==> config.mk <==
export PLATFORM = sky130hd
export DESIGN_NAME = vlen_field
export DESIGN_NICKNAME = d
export VERILOG_FILES = /design/src/rtl/vlen_field.sv
export SDC_FILE = /design/constraint.sdc
export NUM_CORES = 1
export LEC_CHECK = 0
export BUFFER_PORTS_ARGS = -buffer_cell sky130_fd_sc_hd__buf_2
export CAP_MARGIN = 20
export CORE_MARGIN = 3
export CORE_UTILIZATION = 27
export CTS_BUF_LIST = sky130_fd_sc_hd__clkbuf_16
export CTS_CLUSTER_DIAMETER = 80
export DETAILED_ROUTE_END_ITERATION = 10
export HOLD_SLACK_MARGIN = 0.12
export PLACE_DENSITY = 0.4
export SYNTH_ARGS = -nofsm -noshare
export SYNTH_HDL_FRONTEND = slang
export SYNTH_SLANG_ARGS = --single-unit
==> constraint.sdc <==
create_clock -name clk -period 9.99 [get_ports clk]
set_input_delay 0.999 -clock clk [delete_from_list [all_inputs] [get_ports clk]]
set_output_delay 0.999 -clock clk [all_outputs]
set_load 0.005 [all_outputs]
==> src/rtl/vlen_field.sv <==
module vlen_field #(
  parameter int MAX_LEN = 64,
  parameter int CNT_W   = 14
) (
  input  logic                         clk,
  input  logic                         rst_n,
  input  logic                         load_en,
  input  logic                         load_bit,
  input  logic [$clog2(MAX_LEN)-1:0]   len_cfg,
  input  logic [CNT_W-1:0]             iter_limit,
  input  logic                         run_en,
  input  logic                         start,
  output logic                         pat_out,
  output logic                         done
);
  localparam int PW = $clog2(MAX_LEN);
  localparam int LW = $clog2(MAX_LEN + 1);
  localparam logic [PW-1:0]    POS_ONE = 1;
  localparam logic [LW-1:0]    LEN_ONE = 1;
  localparam logic [CNT_W-1:0] CNT_ONE = 1;

  logic [MAX_LEN-1:0] sreg;
  logic [PW-1:0]      pos;
  logic [CNT_W-1:0]   pass_cnt;
  logic [LW-1:0]      eff_len;
  logic               adv, last_bit;

  assign eff_len  = (len_cfg == '0) ? LW'(MAX_LEN) : {1'b0, len_cfg};
  assign adv      = run_en & ~load_en & ~start;
  assign last_bit = ({1'b0, pos} == eff_len - LEN_ONE);
  assign done     = adv & last_bit & (pass_cnt == iter_limit - CNT_ONE);
  assign pat_out  = sreg[MAX_LEN-1];

  for (genvar i = 0; i < MAX_LEN; i++) begin : g_stage
    logic active, is_tap, d;
    assign active = (eff_len >= LW'(MAX_LEN - i));
    assign is_tap = (eff_len == LW'(MAX_LEN - i));
    if (i == 0) begin : g_first
      assign d = load_en ? load_bit : sreg[MAX_LEN-1];
    end else begin : g_rest
      assign d = (!load_en && is_tap) ? sreg[MAX_LEN-1] : sreg[i-1];
    end
    always_ff @(posedge clk or negedge rst_n) begin
      if (!rst_n)                       sreg[i] <= 1'b0;
      else if (load_en || (adv && active)) sreg[i] <= d;
    end
  end

  always_ff @(posedge clk or negedge rst_n) begin
    if (!rst_n) begin
      pos      <= '0;
      pass_cnt <= '0;
    end else if (load_en) begin
      pos      <= '0;
      pass_cnt <= '0;
    end else if (start) begin
      pass_cnt <= '0;
    end else if (adv) begin
      pos <= last_bit ? '0 : pos + POS_ONE;
      if (last_bit) pass_cnt <= done ? '0 : pass_cnt + CNT_ONE;
    end
  end
endmodule


== Word-level counts from Yosys, hierarchy flattened ==
Cells that the tools add are included.

* Register bits after elaboration: 84
* Logic and storage cells: 479

* Add/subtract/negate cells: 4
* Order comparisons: 64
* Equality and inequality tests: 66
* Mux-type cells: 73
* Bitwise gates (word level): 7
* Reduce and logical (&&, ||, !) cells: 199

{| class="wikitable"
|+ Operators with widths
! kind !! count
|-
| equality test 7 x 6 -> 1 bit, second input constant || 32
|-
| >= comparator 7 x 6 -> 1 bit, second input constant || 32
|-
| logical AND 1 bit || 127
|-
| equality test 7 x 5 -> 1 bit, second input constant || 16
|-
| >= comparator 7 x 5 -> 1 bit, second input constant || 16
|-
| two-way mux 14 bit || 5
|-
| logical OR 1 bit || 64
|-
| two-way mux 1 bit || 63
|-
| equality test 7 x 4 -> 1 bit, second input constant || 8
|-
| >= comparator 7 x 4 -> 1 bit, second input constant || 8
|-
| equality test 7 x 3 -> 1 bit, second input constant || 4
|-
| >= comparator 7 x 3 -> 1 bit, second input constant || 4
|-
| two-way mux 6 bit || 4
|-
| adder 14 x 1 -> 14 bit, second input constant || 1
|-
| equality test 14 bit || 1
|-
| equality test 7 x 2 -> 1 bit, second input constant || 2
|-
| >= comparator 7 x 2 -> 1 bit, second input constant || 2
|-
| subtractor 14 x 1 -> 14 bit, second input constant || 1
|-
| equality test 6 x 7 -> 1 bit || 1
|-
| equality test 7 x 1 -> 1 bit, second input constant || 1
|-
| >= comparator 7 x 1 -> 1 bit, second input constant || 1
|-
| >= comparator 7 bit, second input constant || 1
|-
| two-way mux 7 bit || 1
|-
| subtractor 7 x 1 -> 7 bit, second input constant || 1
|-
| other kinds (9) || 17
|}

== Longest topological paths before layout ==
Gate-level depths: netlist of run 1.

* Depth in word-level cells: 11
* Gate-level depth with buffers: 13

== Least setup slack after synthesis of run 1 ==
No wires, ideal clock.

* Path kind: input port to output port
* Start point: input len_cfg[1]
* End point: output done
* Data arrival time: 3,727 ps
* Data required time: 8,991 ps
* Slack: 5,264 ps
* Stages on the path: 12
* Path buffers: 5
* Cell sequence: clkbuf_1 > buf_1 > inv_1 > ha_1 > clkbuf_1 > xor2_1 > a311o_1 > a2111oi_0 > nand4_1 > clkbuf_1 > clkbuf_1 > nor2_1

* Longest elaborated chain between the ends: 6

{| class="wikitable"
|+ RTL lines
! what !! RTL line !! RTL
|-
| start: declaration || 9 || <nowiki>input logic [$clog2(MAX_LEN)-1:0] len_cfg,</nowiki>
|-
| zero test 6 bit || 28 || <nowiki>assign eff_len = (len_cfg == '0) ? LW'(MAX_LEN) : {1'b0, len_cfg};</nowiki>
|-
| two-way mux 7 bit * || 28 ||
|-
| subtractor 7 x 1 -> 7 bit * || 30 || <nowiki>assign last_bit = ({1'b0, pos} == eff_len - LEN_ONE);</nowiki>
|-
| equality test 6 x 7 -> 1 bit * || 30 ||
|-
| AND 1 bit * (2 in a row) || 31 || <nowiki>assign done = adv & last_bit & (pass_cnt == iter_limit - CNT_ONE);</nowiki>
|-
| end: declaration || 14 || <nowiki>output logic done</nowiki>
|}

Mark *: on every way between the ends. The rest lies on a longest branch, timed or not.

== Worst setup path in the final report of run 1 ==
Ends and elaborated chain as after synthesis.

==> out/results.env, run 1 <==
OUTCOME='complete, no violations'
SYNTH-EDFF-COUNT=0
SHARE_OF_FINAL_LAYOUT_STANDARD_CELLS_STRONGER_THAN_DRIVE_STRENGTH_1=0.107
PIN_COUNT=28
DETAIL_ROUTE.WL_PER_CELL_UM=19.2
ANTENNA_VIOLATIONS_BEFORE_REPAIR=0
INSERTEDDIODECOUNT=0
MAXSLEWVIOLCOUNT=0
PATH_MAX_FANOUT=22
GRT_PASS1_WL_UM=32000
FRACTION_OF_SYNTHESIZED_CELL_AREA_TAKEN_BY_THE_TOP_AREA_CELL_TYPE=0.344
TIMING.FINAL.WS_SETUP_PS=4890
CTS_TREE='yes'
REG2REG_TO='pass_cnt[12]'
ROW_COUNT=54
DRTITER0DRC=395
DIE_AREA_MM2=0.0245
FINAL.SETUP.TNS_PS=0
HOLD_VIOL_FINAL=0
DPL.CELL_COUNT=1020
GRT_SETUP_UNREPAIRED='no'
WORST_SETUP_PATH_START_KIND='input port'
TIMING_WORST_SLEW_PIN_VALUE_PS=891
OVERFLOW=0
FFS_LATCHES_SYNTH=84
ROUTED_WIRELENGTH_UM=19900
POWER_LEAKAGE_uW=0.00246
DESIGN.FINAL.NETS=784
POWER.SHARE.CLOCK=0.304
POST_LAYOUT_INST_AREA_MM2=0.00667
CTS_MAX_LEVEL=3
POSTSYNTHAREAPERCELL_UM2=7.98
DIEWIDTH_UM=156
CTS_INSERTED_BUFFERS=9
TIMING.REG2REG.WORST_PATH_DEPTH=6
FINAL-INSTANCE-COUNT-EXCL-FILL=1036
MAXCAPVIOLATIONS=0
ACHIEVABLE-FREQUENCY_MHz=196
DP_WORST_SETUP_SLACK_PS=4930
CP-END-KIND='output port'
CP.ARRIVAL_PS=4100
HOLD_PATH_CLASS='flop to flop'
POSTCTSSETUPREPAIRBUFS=0
HOLD_START='sreg[38]'
PIN_COUNT_OF_THE_BIGGEST_NET_ENTERING_GLOBAL_ROUTING=66
NETLIST_INSTANCES=765
DRT_VIA_DENSITY=5.41
SYNTH.NET_COUNT=798
WHS_ENDPOINT='sreg[38]'
INITIAL_CORE_UTIL=0.277
PLACEMENT.CELL_AREA_MM2=0.00640
CLOCK_LATENCY_PS=350
CP_DATA_REQUIRED_TIME_PS=8990
DRTPASS1ITERATIONS=5
YS.WARNINGS.COUNT=0
DETAILED_PLACE_HPWL_UM=14100
FINAL_MIN_PERIOD_OVER_CLOCK_PERIOD=0.510
FINAL_CRITICAL_PATH_REQUIRED_PERIOD_PS=5100
FINALSETUPVIOLATIONS=0
GRT_USE_TOTAL=0.165
SYNTH.YOSYS.SEQ_AREA_SHARE=0.344
CTSROOTBUFFERMASTER='sky130_fd_sc_hd__clkbuf_16'
POWER.NET_SWITCHING_uW=345
P_SW_FRAC=0.337
P_INT_uW=678
POST-LAYOUT-TOTAL-POWER_uW=1020
YS_DOMINANT_REG_CELL='sky130_fd_sc_hd__dfrtp_1'
VDD_DROP_MAX_mV=0.0745
SYNTHTOPCELLSBYAREA='sky130_fd_sc_hd__dfrtp_1 (34%), sky130_fd_sc_hd__mux2i_1 (8.2%), sky130_fd_sc_hd__a21oi_1 (6.8%)'
NUMBER_OF_GLOBAL_ROUTE_VIAS_BEFORE_REPAIR=5398
R2R-START='pos[2]'
WORST_PATH_CLASS_SETUP='input port to output port'
IO_BUFFER_COUNT=27
FLOORPLAN.CORE_AREA_MM2=0.0220
CELLPOWERDENSITY_mW_PER_MM2=153
YOSYS.CELL_COUNT.TOP_TYPE='sky130_fd_sc_hd__nor2_1'
SYN_AREA_MM2=0.00611
PLACER_CONGESTION=0.910
COMB_POWER_SHARE=0.251
CTS.PATH.MAX_BUFFERS=2
HOLDBUFCOUNTCTS=0
DR_TOTAL_VIAS=5601
RRSETUPSLACK_PS=6650
DIE_H_UM=156
CLKSLEWWORSTSETUPHOLDPATHS_PS=60
CTS.SINK_COUNT=84
DRC=0
SYN_TO_FINAL_GROWTH_PCT=9.14
NETLIST_TOP_CELLS_COUNT='sky130_fd_sc_hd__nor2_1 (88), sky130_fd_sc_hd__nand2_1 (85), sky130_fd_sc_hd__dfrtp_1 (84), sky130_fd_sc_hd__a21oi_1 (83), sky130_fd_sc_hd__o21ai_0 (59)'
SYNTH-ASYNC-RESET-RATIO=1.00
FINCLKSKEW_PS=11.6
SEQUENTIALPOWERSHARE=0.445
POST_CTS.RESIZED_INSTANCES=0
SYNTH_LARGEST_AREA_CELL='sky130_fd_sc_hd__dfrtp_1'
WORST_HOLD_PATH.NUM_CELLS=2
POSTROUTEANTENNANETS=0
RELATIVE_SLEW_SLACK=0.404
NETLIST-CELL-TYPE-COUNT=58
==> critical path, stage by stage <==
cell and delay (ps):
sky130_fd_sc_hd__buf_2 310, sky130_fd_sc_hd__inv_1 170, sky130_fd_sc_hd__ha_1 330, sky130_fd_sc_hd__xor2_1 180, sky130_fd_sc_hd__a311o_1 360, sky130_fd_sc_hd__a2111oi_0 520, sky130_fd_sc_hd__nand4_1 810, sky130_fd_sc_hd__nor2_1 280
sky130_fd_sc_hd__buf_2 140
==> cells in the final DEF, fill, tap and decap left out, types with 8 or more instances in the layout <==
cell                        netlist  layout
sky130_fd_sc_hd__xnor2_1         17      17
sky130_fd_sc_hd__nand2b_1        13      13
sky130_fd_sc_hd__o31ai_1         14      14
sky130_fd_sc_hd__nor3_1          21      21
sky130_fd_sc_hd__mux2i_1         50      50
sky130_fd_sc_hd__nand3_1         26      26
sky130_fd_sc_hd__a21oi_1         83      82
sky130_fd_sc_hd__nand2_1         85      85
sky130_fd_sc_hd__o21ai_0         59      59
sky130_fd_sc_hd__inv_1           10      12
sky130_fd_sc_hd__mux2_2          19      19
sky130_fd_sc_hd__nor2_1          88      87
sky130_fd_sc_hd__o32ai_1          8       8
sky130_fd_sc_hd__a31oi_1         20      20
sky130_fd_sc_hd__or2_2           10      10
sky130_fd_sc_hd__xor2_1          10      10
sky130_fd_sc_hd__buf_2            6      26
sky130_fd_sc_hd__dfrtp_1         84      83
sky130_fd_sc_hd__nor2b_1         11      11
sky130_fd_sc_hd__clkbuf_16        0       9
==> layer usage <==
| layer | track usage | share of wire | up-vias |
|---|---|---|---|
| li1 | - | - | 2719 |
| met1 | 0.231 | 0.47 | 2724 |
| met2 | 0.263 | 0.46 | 129 |
| met3 | 0.0249 | 0.037 | 29 |
| met4 | 0.0538 | 0.025 | 0 |
| met5 | 0 | 0 | - |
==> cell type report <==
type                       count  area, um^2
inverter                      11        41.3
sequential                    84        2100
clock inverter                 7        36.3
timing repair buffer          32         175
multi-input combinational    613        3730
tap                          280         350
clock buffer                   9         225
fill                        2374       15400
==> logic make-up after synthesis <==
family          after synthesis  share of synthesized area
flops                        84                      0.344
fa+ha+maj                     7                     0.0143
buf+inv                      68                     0.0455
xor+xnor                     27                     0.0387
compound gates              215                      0.211
simple gates                295                      0.229
mux                          69                      0.117
==> registers in the layout, indices dropped and copies added (netlist names) <==
name and cells:
pass_cnt 14, pat_out 1, pos 6, sreg 63
==> through the flow <==
stage,hold WS [ps],utilization
3_3_place_gp,468,0.291
5_1_grt,506,0.303
4_1_cts,489,0.303
3_5_place_dp,476,0.291
2_1_floorplan,446,-
6_report,483,0.303
==> how the worst max path moves through the flow <==
stage	startpoint	end	slack, ps	cells past startpoint
CTS	len_cfg[1]	done	4920	9
finish	len_cfg[1]	done	4890	9
global route	len_cfg[1]	done	4510	9
global placement	len_cfg[1]	done	5010	9
detailed placement	len_cfg[1]	done	4930	9
floorplan	len_cfg[1]	done	5260	12
==> power groups by stage <==
stage / clock network (uW) / logic, uW / registers, uW
4_1_cts: 321 / 260 / 456
3_3_place_gp: 0 / 256 / 460
2_1_floorplan: 0 / 188 / 447
3_5_place_dp: 0 / 260 / 461
6_report: 311 / 257 / 455
5_1_grt: 334 / 290 / 465
No activity file was read; power rests on OpenSTA's default activity.
==> run 2, diff against run 1 <==
==> constraint.sdc (replaced) <==
create_clock -name clk -period 4.8 [get_ports clk]
set_input_delay 0.48 -clock clk [delete_from_list [all_inputs] [get_ports clk]]
set_output_delay 0.48 -clock clk [all_outputs]
set_load 0.005 [all_outputs]
==> run 2 against run 1 <==
Against the previous run: flip-flop and latch count stayed put; worst setup slack lost 3800 ps; sequential power is 110% higher; final area is 0.34% higher; sequential share of layout area shrank 0.11 points; routed wire length grew 1.1%; non-clock buffer count is 2 higher; global-route usage grew 0.19 points; via count up 0.16%; highest routed layer unchanged.
==> out/results.env, run 2 (synthesized netlist as in run 1, its figures left out) <==
OUTCOME='complete, no violations'  # unchanged
GRT_SETUP_UNREPAIRED='no'  # unchanged
NUMBER_OF_GLOBAL_ROUTE_VIAS_BEFORE_REPAIR=5562  # was 5398
ANTENNA_VIOLATIONS_BEFORE_REPAIR=0  # unchanged
TOP_REGISTER='sreg'  # unchanged
FLIP_FLOP_COUNT_OF_THE_LARGEST_REGISTER_AFTER_LAYOUT=63  # unchanged
FINAL.SETUP.TNS_PS=0  # unchanged
POST_CTS.RESIZED_INSTANCES=0  # unchanged
CTS_TREE='yes'  # unchanged
DRT_VIA_DENSITY=5.40  # was 5.41
POWER_LEAKAGE_uW=0.00246  # about the same
DR_TOTAL_VIAS=5610  # was 5601
CLKSLEWWORSTSETUPHOLDPATHS_PS=70  # was 60 ps
FLOORPLAN.CORE_AREA_MM2=0.0220  # unchanged
DIEWIDTH_UM=156  # unchanged
CP.ARRIVAL_PS=3270  # was 4100 ps
CTS.SINK_COUNT=84  # unchanged
IO_BUFFER_COUNT=27  # unchanged
CP-END-KIND='output port'  # unchanged
HOLD_PATH_CLASS='input port to async pin'  # was flop to flop
VDD_DROP_MAX_mV=0.164  # was 0.0745 mV
CTS.PATH.MAX_BUFFERS=2  # unchanged
MAXCAPVIOLATIONS=0  # unchanged
ROUTED_WIRELENGTH_UM=20200  # was 19900 um
HOLD_VIOL_FINAL=0  # unchanged
CTS_INSERTED_BUFFERS=9  # unchanged
HOLDBUFCOUNTCTS=0  # unchanged
CTSROOTBUFFERMASTER='sky130_fd_sc_hd__clkbuf_16'  # unchanged
MOST_FREQUENT_STANDARD_CELL_IN_THE_LAYOUT_EXCLUDING_FILL_AND_TAP_CELLS='sky130_fd_sc_hd__nor2_1'  # unchanged
PIN_COUNT=28  # unchanged
WORST_PATH_CLASS_SETUP='input port to output port'  # unchanged
PIN_COUNT_OF_THE_BIGGEST_NET_ENTERING_GLOBAL_ROUTING=66  # unchanged
SYN_TO_FINAL_GROWTH_PCT=9.51  # was 9.14%
DRTPASS1ITERATIONS=5  # unchanged
SHARE_OF_FINAL_LAYOUT_STANDARD_CELLS_STRONGER_THAN_DRIVE_STRENGTH_1=0.113  # was 0.107
DETAIL_ROUTE.WL_PER_CELL_UM=19.4  # was 19.2 um
GRT_USE_TOTAL=0.167  # was 0.165
TIMING.FINAL.WS_SETUP_PS=1050  # was 4890 ps
PLACER_CONGESTION=0.858  # was 0.910
POSTROUTEANTENNANETS=0  # unchanged
DIE_H_UM=156  # unchanged
HOLD-WORST-SLACK_PS=151  # was 483 ps
DP_WORST_SETUP_SLACK_PS=1100  # was 4930 ps
GRT_PASS1_WL_UM=32300  # was 32000 um
FINAL_CRITICAL_PATH_REQUIRED_PERIOD_PS=3750
ROW_COUNT=54  # unchanged
FINALSETUPVIOLATIONS=0  # unchanged
DESIGN.FINAL.NETS=786  # was 784
TIMING_WORST_SLEW_PIN_VALUE_PS=926  # was 891 ps
DRC=0  # unchanged
INITIAL_CORE_UTIL=0.277  # unchanged
PATH_MAX_FANOUT=18  # was 22
FINCLKSKEW_PS=9.55  # was 11.6 ps
TOP_REGS='sreg: 63 flops, pass_cnt: 14 flops, pos: 6 flops'  # unchanged
INSERTEDDIODECOUNT=0  # unchanged
RELATIVE_SLEW_SLACK=0.378  # was 0.404
MOST-COMMON-LAYOUT-CELLS='sky130_fd_sc_hd__nor2_1 (87), sky130_fd_sc_hd__nand2_1 (85), sky130_fd_sc_hd__dfrtp_1 (83), sky130_fd_sc_hd__a21oi_1 (82), sky130_fd_sc_hd__o21ai_0 (59)'  # unchanged
CELLPOWERDENSITY_mW_PER_MM2=322  # was 153 mW/mm^2
DRTITER0DRC=401  # was 395
MAXSLEWVIOLCOUNT=0  # unchanged
POSTCTSSETUPREPAIRBUFS=0  # unchanged
CTS_MAX_LEVEL=3  # unchanged
CLOCK_LATENCY_PS=360  # was 350 ps
WORST_SETUP_PATH_START_KIND='input port'  # unchanged
CP_DATA_REQUIRED_TIME_PS=4320  # was 8990 ps
ACHIEVABLE-FREQUENCY_MHz=266
DETAILED_PLACE_HPWL_UM=14100  # about the same
DIE_AREA_MM2=0.0245  # unchanged
OVERFLOW=0  # unchanged
FINAL_MIN_PERIOD_OVER_CLOCK_PERIOD=0.782
==> run 2: cell count changes in the layout (fill, tap and decap cells not counted) <==
cell,delta
sky130_fd_sc_hd__clkinv_4,-1
sky130_fd_sc_hd__buf_4,+2
sky130_fd_sc_hd__clkinv_2,+1
sky130_fd_sc_hd__clkinvlp_4,+3
sky130_fd_sc_hd__inv_1,-2
sky130_fd_sc_hd__clkinv_1,-1
==> run 2: per-stage QoR <==
step	std cells	util	cell area [um^2]	total power [uW]
global route	1038	0.304	6690	2290
global placement	1022	0.291	6420	1500
floorplan	765	-	6110	1320
finish	1038	0.304	6690	2150
detailed placement	1022	0.291	6420	1500
CTS	1038	0.304	6690	2170
==> run 2: final timing paths <==
check	slack (ps)	cells past startpoint	end	start
max	1050	10	done	iter_limit[0]
min	150	1	sreg[50]	rst_n
max reg2reg	2000	7	pass_cnt[11]	pass_cnt[13]
min reg2reg	490	2	sreg[55]	sreg[55]
max in group asynchronous	3660	2	sreg[22]	rst_n
min in group clk	350	3	sreg[0]	load_bit
==> run 2: metal layers <==
metal	GRT usage	wire [um]	share of wire
met1	0.230	9630	0.48
met2	0.272	9490	0.47
met3	0.0249	623	0.031
met4	0.0500	412	0.020
met5	0	0	0
==> run 2: final cells by class <==
type	instances	area (um^2)
clock inverters	7	43.8
flip-flops and latches	84	2100
repair buffers	34	190
inverters	11	41.3
fillers	2391	15300
well taps	280	350
clock buffers	9	225
multi-input cells	613	3730
==> run 2: critical path: stages <==
cell                      delay, ps
sky130_fd_sc_hd__buf_2          130
sky130_fd_sc_hd__inv_1           60
sky130_fd_sc_hd__ha_1           300
sky130_fd_sc_hd__nor4b_1        540
sky130_fd_sc_hd__nand3_1        200
sky130_fd_sc_hd__o32ai_1        320
sky130_fd_sc_hd__o31ai_1        110
sky130_fd_sc_hd__or4_1          830
sky130_fd_sc_hd__nor2_1         180
sky130_fd_sc_hd__buf_2          130
==> run 2: report_power, final <==
group          internal [uW]  switching, uW
clock network            347            313
logic                    205            336
registers                861           87.9
